File: src/rtl/brk_pkg.sv
package brk_pkg;

  typedef enum logic [1:0] {
    SEL_FETCH = 2'b00,
    SEL_READ  = 2'b01,
    SEL_WRITE = 2'b10,
    SEL_DATA  = 2'b11
  } cyc_sel_e;

  typedef enum logic [1:0] {
    MST_CPU   = 2'b00,
    MST_XFER  = 2'b01,
    MST_OTHER = 2'b10,
    MST_SPARE = 2'b11
  } mst_e;

  // Control byte: flag[7] msel[6] mcode[5:3] csel[2:1] ie[0]
  typedef struct packed {
    logic     flag;
    logic     msel;
    logic [2:0] mcode;
    cyc_sel_e csel;
    logic     ie;
  } ctl_t;

  // Number of ignored low address bits for a mask code: 0,1,2,3,4,8,12,16
  function automatic int mask_bits(input logic [2:0] code);
    int n;
    n = int'(code);
    if (n > 4) n = (n - 3) * 4;
    return n;
  endfunction

endpackage

File: src/rtl/brk_match.sv
module brk_match
  import brk_pkg::*;
#(
  parameter int ADDR_W = 24
) (
  input  logic [2:0]        mcode,
  input  cyc_sel_e          csel,
  input  logic              msel,
  input  logic [ADDR_W-1:0] bar,
  input  logic [ADDR_W-1:0] bus_addr,
  input  logic              bus_fetch,
  input  logic              bus_write,
  input  logic [1:0]        bus_mst,
  output logic              cond
);

  logic [ADDR_W-1:0] keep;
  logic              addr_ok;
  logic              cyc_ok;
  logic              mst_ok;
  int                nb;

  always_comb begin
    nb = mask_bits(mcode);
    for (int i = 0; i < ADDR_W; i++) keep[i] = (i >= nb);
  end

  assign addr_ok = ((bus_addr ^ bar) & keep) == '0;

  always_comb begin
    unique case (csel)
      SEL_FETCH: cyc_ok = bus_fetch;
      SEL_READ:  cyc_ok = !bus_fetch && !bus_write;
      SEL_WRITE: cyc_ok = !bus_fetch && bus_write;
      default:   cyc_ok = !bus_fetch;
    endcase
  end

  assign mst_ok = (bus_mst == MST_CPU) || (msel && (bus_mst == MST_XFER));
  assign cond   = addr_ok && cyc_ok && mst_ok;

endmodule

File: src/rtl/brk_chan.sv
module brk_chan
  import brk_pkg::*;
#(
  parameter int ADDR_W = 24,
  localparam int ABYTES = ADDR_W / 8
) (
  input  logic              clk,
  input  logic              rst,
  input  logic              ctl_we,
  input  logic              ctl_re,
  input  logic [ABYTES-1:0] bar_we,
  input  logic [7:0]        wdata,
  input  logic              hit,
  output ctl_t              ctl_q,
  output logic [ADDR_W-1:0] bar_q
);

  logic seen_one;

  always_ff @(posedge clk) begin
    if (rst) begin
      ctl_q    <= '0;
      bar_q    <= '0;
      seen_one <= 1'b0;
    end else begin
      if (ctl_we) begin
        ctl_q.msel  <= wdata[6];
        ctl_q.mcode <= wdata[5:3];
        ctl_q.csel  <= cyc_sel_e'(wdata[2:1]);
        ctl_q.ie    <= wdata[0];
        seen_one    <= 1'b0;
      end else if (ctl_re && ctl_q.flag) begin
        seen_one <= 1'b1;
      end
      if (hit)
        ctl_q.flag <= 1'b1;
      else if (ctl_we && !wdata[7] && seen_one)
        ctl_q.flag <= 1'b0;
      for (int b = 0; b < ABYTES; b++)
        if (bar_we[b]) bar_q[b*8 +: 8] <= wdata;
    end
  end

  // flag only rises after a qualified bus cycle
  p_set_on_hit_r6: assert property (@(posedge clk) disable iff (rst)
    $rose(ctl_q.flag) |-> $past(hit));

  // flag only falls after a zero write that followed a read of one
  p_clear_rule_r7: assert property (@(posedge clk) disable iff (rst)
    $fell(ctl_q.flag) |-> $past(ctl_we && !wdata[7] && seen_one));

  // writing one to the flag keeps a set flag
  p_write_one_keeps_r7: assert property (@(posedge clk) disable iff (rst)
    (ctl_we && wdata[7] && ctl_q.flag) |=> ctl_q.flag);

  // a match always leaves the flag set, even against a clearing write
  p_hit_wins_r8: assert property (@(posedge clk) disable iff (rst)
    hit |=> ctl_q.flag);

endmodule

File: src/rtl/brk_addr_unit.sv
module brk_addr_unit
  import brk_pkg::*;
#(
  parameter int NCH    = 2,
  parameter int ADDR_W = 24,
  parameter int REG_AW = 3
) (
  input  logic              clk,
  input  logic              rst,
  input  logic              reg_wr,
  input  logic              reg_rd,
  input  logic [REG_AW-1:0] reg_addr,
  input  logic [7:0]        reg_wdata,
  output logic [7:0]        reg_rdata,
  input  logic              bus_vld,
  input  logic [ADDR_W-1:0] bus_addr,
  input  logic              bus_fetch,
  input  logic              bus_write,
  input  logic [1:0]        bus_mst,
  output logic              irq
);

  localparam int ABYTES = ADDR_W / 8;

  ctl_t              ctl_q [NCH];
  logic [ADDR_W-1:0] bar_q [NCH];
  logic [NCH-1:0]    hit;
  logic [NCH-1:0]    pend;
  logic [7:0]        rd_mux;

  for (genvar c = 0; c < NCH; c++) begin : g_ch
    logic              cond;
    logic [ABYTES-1:0] bwe;
    logic              cwe;
    logic              cre;

    for (genvar b = 0; b < ABYTES; b++) begin : g_byte
      assign bwe[b] = reg_wr && (reg_addr == REG_AW'(NCH + c*ABYTES + b));
    end
    assign cwe = reg_wr && (reg_addr == REG_AW'(c));
    assign cre = reg_rd && (reg_addr == REG_AW'(c));

    brk_match #(.ADDR_W(ADDR_W)) u_match (
      .mcode    (ctl_q[c].mcode),
      .csel     (ctl_q[c].csel),
      .msel     (ctl_q[c].msel),
      .bar      (bar_q[c]),
      .bus_addr (bus_addr),
      .bus_fetch(bus_fetch),
      .bus_write(bus_write),
      .bus_mst  (bus_mst),
      .cond     (cond)
    );

    assign hit[c]  = bus_vld && cond;
    assign pend[c] = ctl_q[c].flag && ctl_q[c].ie;

    brk_chan #(.ADDR_W(ADDR_W)) u_chan (
      .clk   (clk),
      .rst   (rst),
      .ctl_we(cwe),
      .ctl_re(cre),
      .bar_we(bwe),
      .wdata (reg_wdata),
      .hit   (hit[c]),
      .ctl_q (ctl_q[c]),
      .bar_q (bar_q[c])
    );
  end

  always_comb begin
    rd_mux = '0;
    for (int c = 0; c < NCH; c++) begin
      if (reg_addr == REG_AW'(c)) rd_mux = ctl_q[c];
      for (int b = 0; b < ABYTES; b++)
        if (reg_addr == REG_AW'(NCH + c*ABYTES + b)) rd_mux = bar_q[c][b*8 +: 8];
    end
  end

  always_ff @(posedge clk) begin
    if (rst) begin
      reg_rdata <= '0;
      irq       <= 1'b0;
    end else begin
      reg_rdata <= reg_rd ? rd_mux : 8'h00;
      irq       <= |pend;
    end
  end

  // read data is zero on cycles without a read strobe
  p_rdata_idle_r2: assert property (@(posedge clk) disable iff (rst)
    !reg_rd |=> (reg_rdata == 8'h00));

  // interrupt follows pending requests one cycle later
  p_irq_rise_r9: assert property (@(posedge clk) disable iff (rst)
    (|pend) |=> irq);
  p_irq_fall_r9: assert property (@(posedge clk) disable iff (rst)
    !(|pend) |=> !irq);

endmodule

File: config.mk
export PLATFORM = sky130hd
export DESIGN_NAME = brk_addr_unit
export DESIGN_NICKNAME = d
export VERILOG_FILES = /design/src/rtl/brk_pkg.sv /design/src/rtl/brk_match.sv /design/src/rtl/brk_chan.sv /design/src/rtl/brk_addr_unit.sv
export SDC_FILE = /design/constraint.sdc
export NUM_CORES = 1
export LEC_CHECK = 0
export ABC_AREA = 0
export BUFFER_PORTS_ARGS = -buffer_cell sky130_fd_sc_hd__buf_2
export CORE_UTILIZATION = 55
export CTS_BUF_LIST = sky130_fd_sc_hd__clkbuf_4 sky130_fd_sc_hd__clkbuf_8 sky130_fd_sc_hd__clkbuf_16
export DETAILED_ROUTE_END_ITERATION = 10
export PLACE_DENSITY = 0.76
export SYNTH_ARGS = -nofsm -noshare
export SYNTH_HDL_FRONTEND = slang
export SYNTH_SLANG_ARGS = --single-unit
File: constraint.sdc
create_clock -name clk -period 2.8 [get_ports clk]
set_input_delay 0.14 -clock clk [delete_from_list [all_inputs] [get_ports clk]]
set_output_delay 0.14 -clock clk [all_outputs]
set_load 0.05 [all_outputs]
Word level (Yosys, flattened, before mapping)
Cells that the tools add are included.

Flip-flop bits (word level): 75. Input port bits: 44. Output and inout port bits: 9.

Add/sub/neg operators: 2. $lt $le $gt $ge: 50. Equal/unequal tests: 12. Multiplexer cells: 16. Bitwise logic cells: 5. Reduce and logical (&&, ||, !) cells: 45.

Operator list (number): $ge 5x32->1 const A (16); $ge 6x32->1 const A (16); $ge 4x32->1 const A (8); $ge 3x32->1 const A (4); $ge 1x32->1 const A (2); $ge 2x32->1 const A (2); $mux 32 (2); $mux 8 (8); $and 24x24->24 (2); $logic_not 24->1 (2); $xor 24x24->24 (2); $logic_and 1x1->1 (28); $eq 3x3->1 const B (4); $reduce_or 2->1 (4); $sub 3x2->4 const B (2); $eq 2x1->1 const B (3); $eq 3x2->1 const B (2); $gt 3x3->1 const B (2); $logic_not 2->1 (3); $pmux 1 s3 (2); $eq 2x2->1 const B (2); $mux 1 (4); $reduce_bool 2->1 (2); $eq 3x1->1 const B (1); 4 further kinds (7).

Depth between registers and ports, before layout
Depth after elaboration: 9. Depth in mapped cells: 9. Depth with buffers taken out: 7.

Cells and area by module
A second synthesis with hierarchy kept.

Cell total of the unflattened synthesis: 489. Area, all modules: 4543.1 um^2.

By module, submodules not included: brk_chan (times used 2, cells an instance 108, area an instance 1203.7 um^2); brk_match (times used 2, cells an instance 74, area an instance 559.3 um^2); brk_addr_unit (times used 1, cells an instance 125, area an instance 1017.2 um^2).

Worst setup path before layout
Ideal clock, no wire load.

Kind: register to register. Start: register g_ch[0].u_chan.ctl_q[3] (netlist name). End: register g_ch[0].u_chan.ctl_q[7] (netlist name). Arrival time: 1897 ps. Data required time: 2713 ps. Slack: 816 ps. Cell stages (with the launch flop): 9. Path buffers: 1. Path through: dfxtp_1 > buf_4 > inv_1 > ha_1 > nor2b_4 > nor2b_2 > o2111ai_1 > or4_1 > o31ai_1.

Cells in the longest elaborated chain, start to end: 9. Elaborated cells between the ends (all ways): 34. Classes of those cells: 1 x add/sub; 25 x order compare; 2 x mux; 1 x bitwise; 5 x reduce/logical.

Ends and longest elaborated chain: $sub 3x2->4 / $gt 3x3->1 (equally long branches) (RTL line brk_pkg.sv:30) `if (n > 4) n = (n - 3) * 4;`; $mux 32 (*) (RTL line brk_pkg.sv:30); $ge 1x32->1 (tied with other cells) (RTL line brk_match.sv:25) `for (int i = 0; i < ADDR_W; i++) keep[i] = (i >= nb);`; $and 24x24->24 (*) (RTL line brk_match.sv:28) `assign addr_ok = ((bus_addr ^ bar) & keep) == '0;`; $logic_not 24->1 (*) (RTL line brk_match.sv:28); $logic_and 1x1->1 (*) (2 in a row) (RTL line brk_match.sv:40) `assign cond = addr_ok && cyc_ok && mst_ok;`; $logic_and 1x1->1 (*) (RTL line brk_addr_unit.sv:55) `assign hit[c] = bus_vld && cond;`; $mux 1 / $reduce_bool 2->1 (equally long branches).

Every way passes the cells marked *; elsewhere a longest branch is shown, timed or not. A chain may end at the register's enable or synchronous reset.

Final worst setup path
Start: register g_ch[0].u_chan.ctl_q[3] (netlist name). End: register g_ch[0].u_chan.ctl_q[7] (netlist name).

Cells in the longest elaborated chain, start to end: 9. Elaborated cells between the ends (all ways): 34. Classes of those cells: 1 x add/sub; 25 x order compare; 2 x mux; 1 x bitwise; 5 x reduce/logical.

Ends and longest elaborated chain (RTL line): $sub 3x2->4 / $gt 3x3->1 (equally long branches) (brk_pkg.sv:30); $mux 32 (*) (brk_pkg.sv:30); $ge 1x32->1 (tied with other cells) (brk_match.sv:25); $and 24x24->24 (*) (brk_match.sv:28); $logic_not 24->1 (*) (brk_match.sv:28); $logic_and 1x1->1 (*) (2 in a row) (brk_match.sv:40); $logic_and 1x1->1 (*) (brk_addr_unit.sv:55); $mux 1 / $reduce_bool 2->1 (equally long branches).

Marked as above.

==> out/results.txt <==
Status: complete, no violations
Post-layout minimum cycle time: 2370 ps
Hpwl dp: 9480 µm
1st-iter DRT viols: 552
Routed Antenna Nets: 0
Vias per cell: 6.04
Setup Crit Path Kind: flip-flop to flip-flop
First-pass GRT wire length: 19,500 µm
Yosys cell types: 55
Syn_nets: 609
Commonest non-fill, non-tap cells in the layout: nand2_1 (148), a21oi_1 (80), dfxtp_1 (75)
Sequential power share: 0.476
Unrepaired setup endpoints after global routing: no
Crit start category: flip-flop
Max FO, Critical Path: 10
CTS tree: yes
Final hold violations: 0
Flip-flop and latch count after synthesis: 75
ANT cells: 0
Total leakage power: 0.00168 µW
Vias: 4,201
Die Area: 8000 µm²
Antenna violations before repair: 0
Clk sinks: 75
Sw Share: 0.268
IO buf count: 52
Die span in x: 89.5 µm
Maximum number of pins on one net before global-route repair: 69
CP Data Arrival Time: 2630 ps
Pwr Density: 500 nW/µm²
Fmax: 0.423 GHz
Gates resized, CTS repair: 0
Final Util: 0.637
Wire length per cell: 18.5 µm
Fraction of final layout cells with drive strength greater than 1: 0.138
Vias in the first global route: 3,688
TNS Setup: 0 ps
Max Cap Viol: 0
Worst slew margin: 0.540
Drt drc: 0
I/O pins: 53
Fillers: 679
Ys async rst share: 0
Clock share of power: 0.397
Seq/Total Area, Yosys: 0.357
Crit path cell chain: inv_1 -> ha_1 -> o21bai_1 -> a21boi_2 -> o22ai_1 -> or4_1 -> o31ai_1
Design Area, Final: 4670 µm²
CTS max path bufs: 2
Final setup skew: 9.61 ps
Synth Area per Inst: 7.50 µm²
CTS root buf: clkbuf_8
Die Y: 89.5 µm
Initial core utilization: 0.574
Slew Limit Fails: 0
Site Rows: 31
Logic pwr share: 0.127
Worst-skew pair later-pin latency: 360 ps
Worst Path Required: 3070 ps
Post-CTS setup buffer count: 0
Slowest CP cell: dfxtp_1
Global Route Usage Sum: 0.340
Max stage delay on crit path: 510 ps
Global placement routability congestion: 0.961
Post-synth EDFFs: 0
Setup Viol. Count Final: 0
Core area: 7330 µm²
H-Tree Depth: 3
Hold Path Class: input pin to flip-flop
Placed Area: 4460 µm²
Worst-Margin Slew: 690 ps
Most common cell after layout, fill and taps aside: nand2_1
Clock transition at path regs: 80 ps
DR pass1 iterations: 6
Crit. End Element: flip-flop
P_sw: 626 µW
Syn-to-layout area delta: 11.1%
Reg2reg setup slack: 430 ps
Total routed wirelength: 12,900 µm
Post-Synthesis Cells: 561
Ys flop type: dfxtp_1
CTS Buf Count: 9
Maximum VDD drop: 0.000312 V
Yosys warns: 0
Total gr overflow: 0
Post-Syn Area: 4210 µm²
Tcrit/Tclk final: 0.845
Int Power: 1710 µW
Hold-fix buffers, CTS: 0
Fin nets: 640
==> power groups by stage <==
stage	Sequential, µW	Clock [µW]	Combinational, µW
floorplan	1140	0	182
global placement	1140	0	285
detailed placement	1140	0	290
CTS	1110	924	291
global route	1110	969	319
finish	1110	927	297
==> synth_stat cells, drive strengths merged (2+ instances only) <==
master | count | area share
dfxtp | 75 | 0.36
a22oi | 7 | 0.012
xnor2 | 29 | 0.060
a31oi | 5 | 0.0074
nand3 | 9 | 0.011
nand2b | 6 | 0.0089
nand3b | 4 | 0.0071
inv | 8 | 0.0071
o21a | 2 | 0.0036
nor4 | 2 | 0.0030
a21boi | 2 | 0.0045
o31ai | 3 | 0.0065
a222oi | 5 | 0.012
o2111ai | 2 | 0.0042
o22ai | 4 | 0.0059
nor2 | 17 | 0.015
o211ai | 3 | 0.0054
nand4 | 5 | 0.0074
buf | 8 | 0.011
nor2b | 8 | 0.014
xor2 | 19 | 0.040
ha | 4 | 0.012
mux2i | 8 | 0.019
o21ai | 33 | 0.039
nand2 | 148 | 0.13
a21oi | 80 | 0.095
nor3 | 10 | 0.014
and2 | 8 | 0.012
mux2 | 7 | 0.019
clkbuf | 27 | 0.026
==> state kept, by name (all words and copies together) (netlist names) <==
signal and flops:
reg_rdata 8, g_ch.u_chan.bar_q 48, g_ch.u_chan.seen_one 2, g_ch.u_chan.ctl_q 16, irq 1
==> stage by stage <==
stage	power, µW	instances	setup slack, ps	hold slack [ps]
finish	2340	695	434	127
global route	2400	695	255	128
detailed placement	1430	680	468	462
floorplan	1320	561	816	276
global placement	1420	680	644	462
CTS	2330	695	461	115
==> cell type report <==
cell class	instances	area (µm²)	share of cell area
clock buffers	10	138	0.0295
multi-input cells	443	2520	0.539
flip-flops and latches	75	1500	0.321
inverters	8	30.0	0.00643
well taps	99	124	0.0265
clock inverters	5	77.6	0.0166
repair buffers	55	283	0.0605
==> cell families (layout without fill, tap and decap cells) <==
family / count (synthesis) / count (layout) / share of synthesized area
xor gates and xnor gates: 48 / 48 / 0.0999
buffers and inverters: 43 / 78 / 0.0443
AOI/OAI and AO/OA: 153 / 153 / 0.210
DFF: 75 / 75 / 0.357
muxes: 15 / 15 / 0.0378
and+or+nand+nor: 222 / 222 / 0.237
adders and majority gates: 5 / 5 / 0.0143
==> per-layer routing <==
metal  track usage  share of wire
met4         0.136          0.036
met3        0.0813          0.095
met1         0.442           0.41
met2         0.545           0.46
met5             0              0
==> worst max-delay path, delay by kind of cell (launching register included) <==
kind | cells | cell delay [ps]
adder cells (fa/ha/maj) | 1 | 440
flip-flops | 1 | 510
AO/OA/AOI/OAI | 4 | 680
AND/OR/NAND/NOR | 1 | 480
buffers and inverters | 1 | 150
==> path summary, 6_finish.rpt <==
path / end / startpoint / depth (start not counted)
setup / recovery: g_ch[0].u_chan.ctl_q[7]$_SDFFE_PP0P_ / g_ch[0].u_chan.ctl_q[3]$_SDFFE_PP0P_ / 7
hold / removal: g_ch[0].u_chan.bar_q[23]$_SDFFE_PP0P_ / reg_wdata[7] / 3
setup reg to reg: g_ch[0].u_chan.ctl_q[7]$_SDFFE_PP0P_ / g_ch[0].u_chan.ctl_q[3]$_SDFFE_PP0P_ / 7
hold reg to reg: g_ch[0].u_chan.ctl_q[0]$_SDFFE_PP0P_ / g_ch[0].u_chan.ctl_q[0]$_SDFFE_PP0P_ / 2
(Power assumes the default switching activity.)
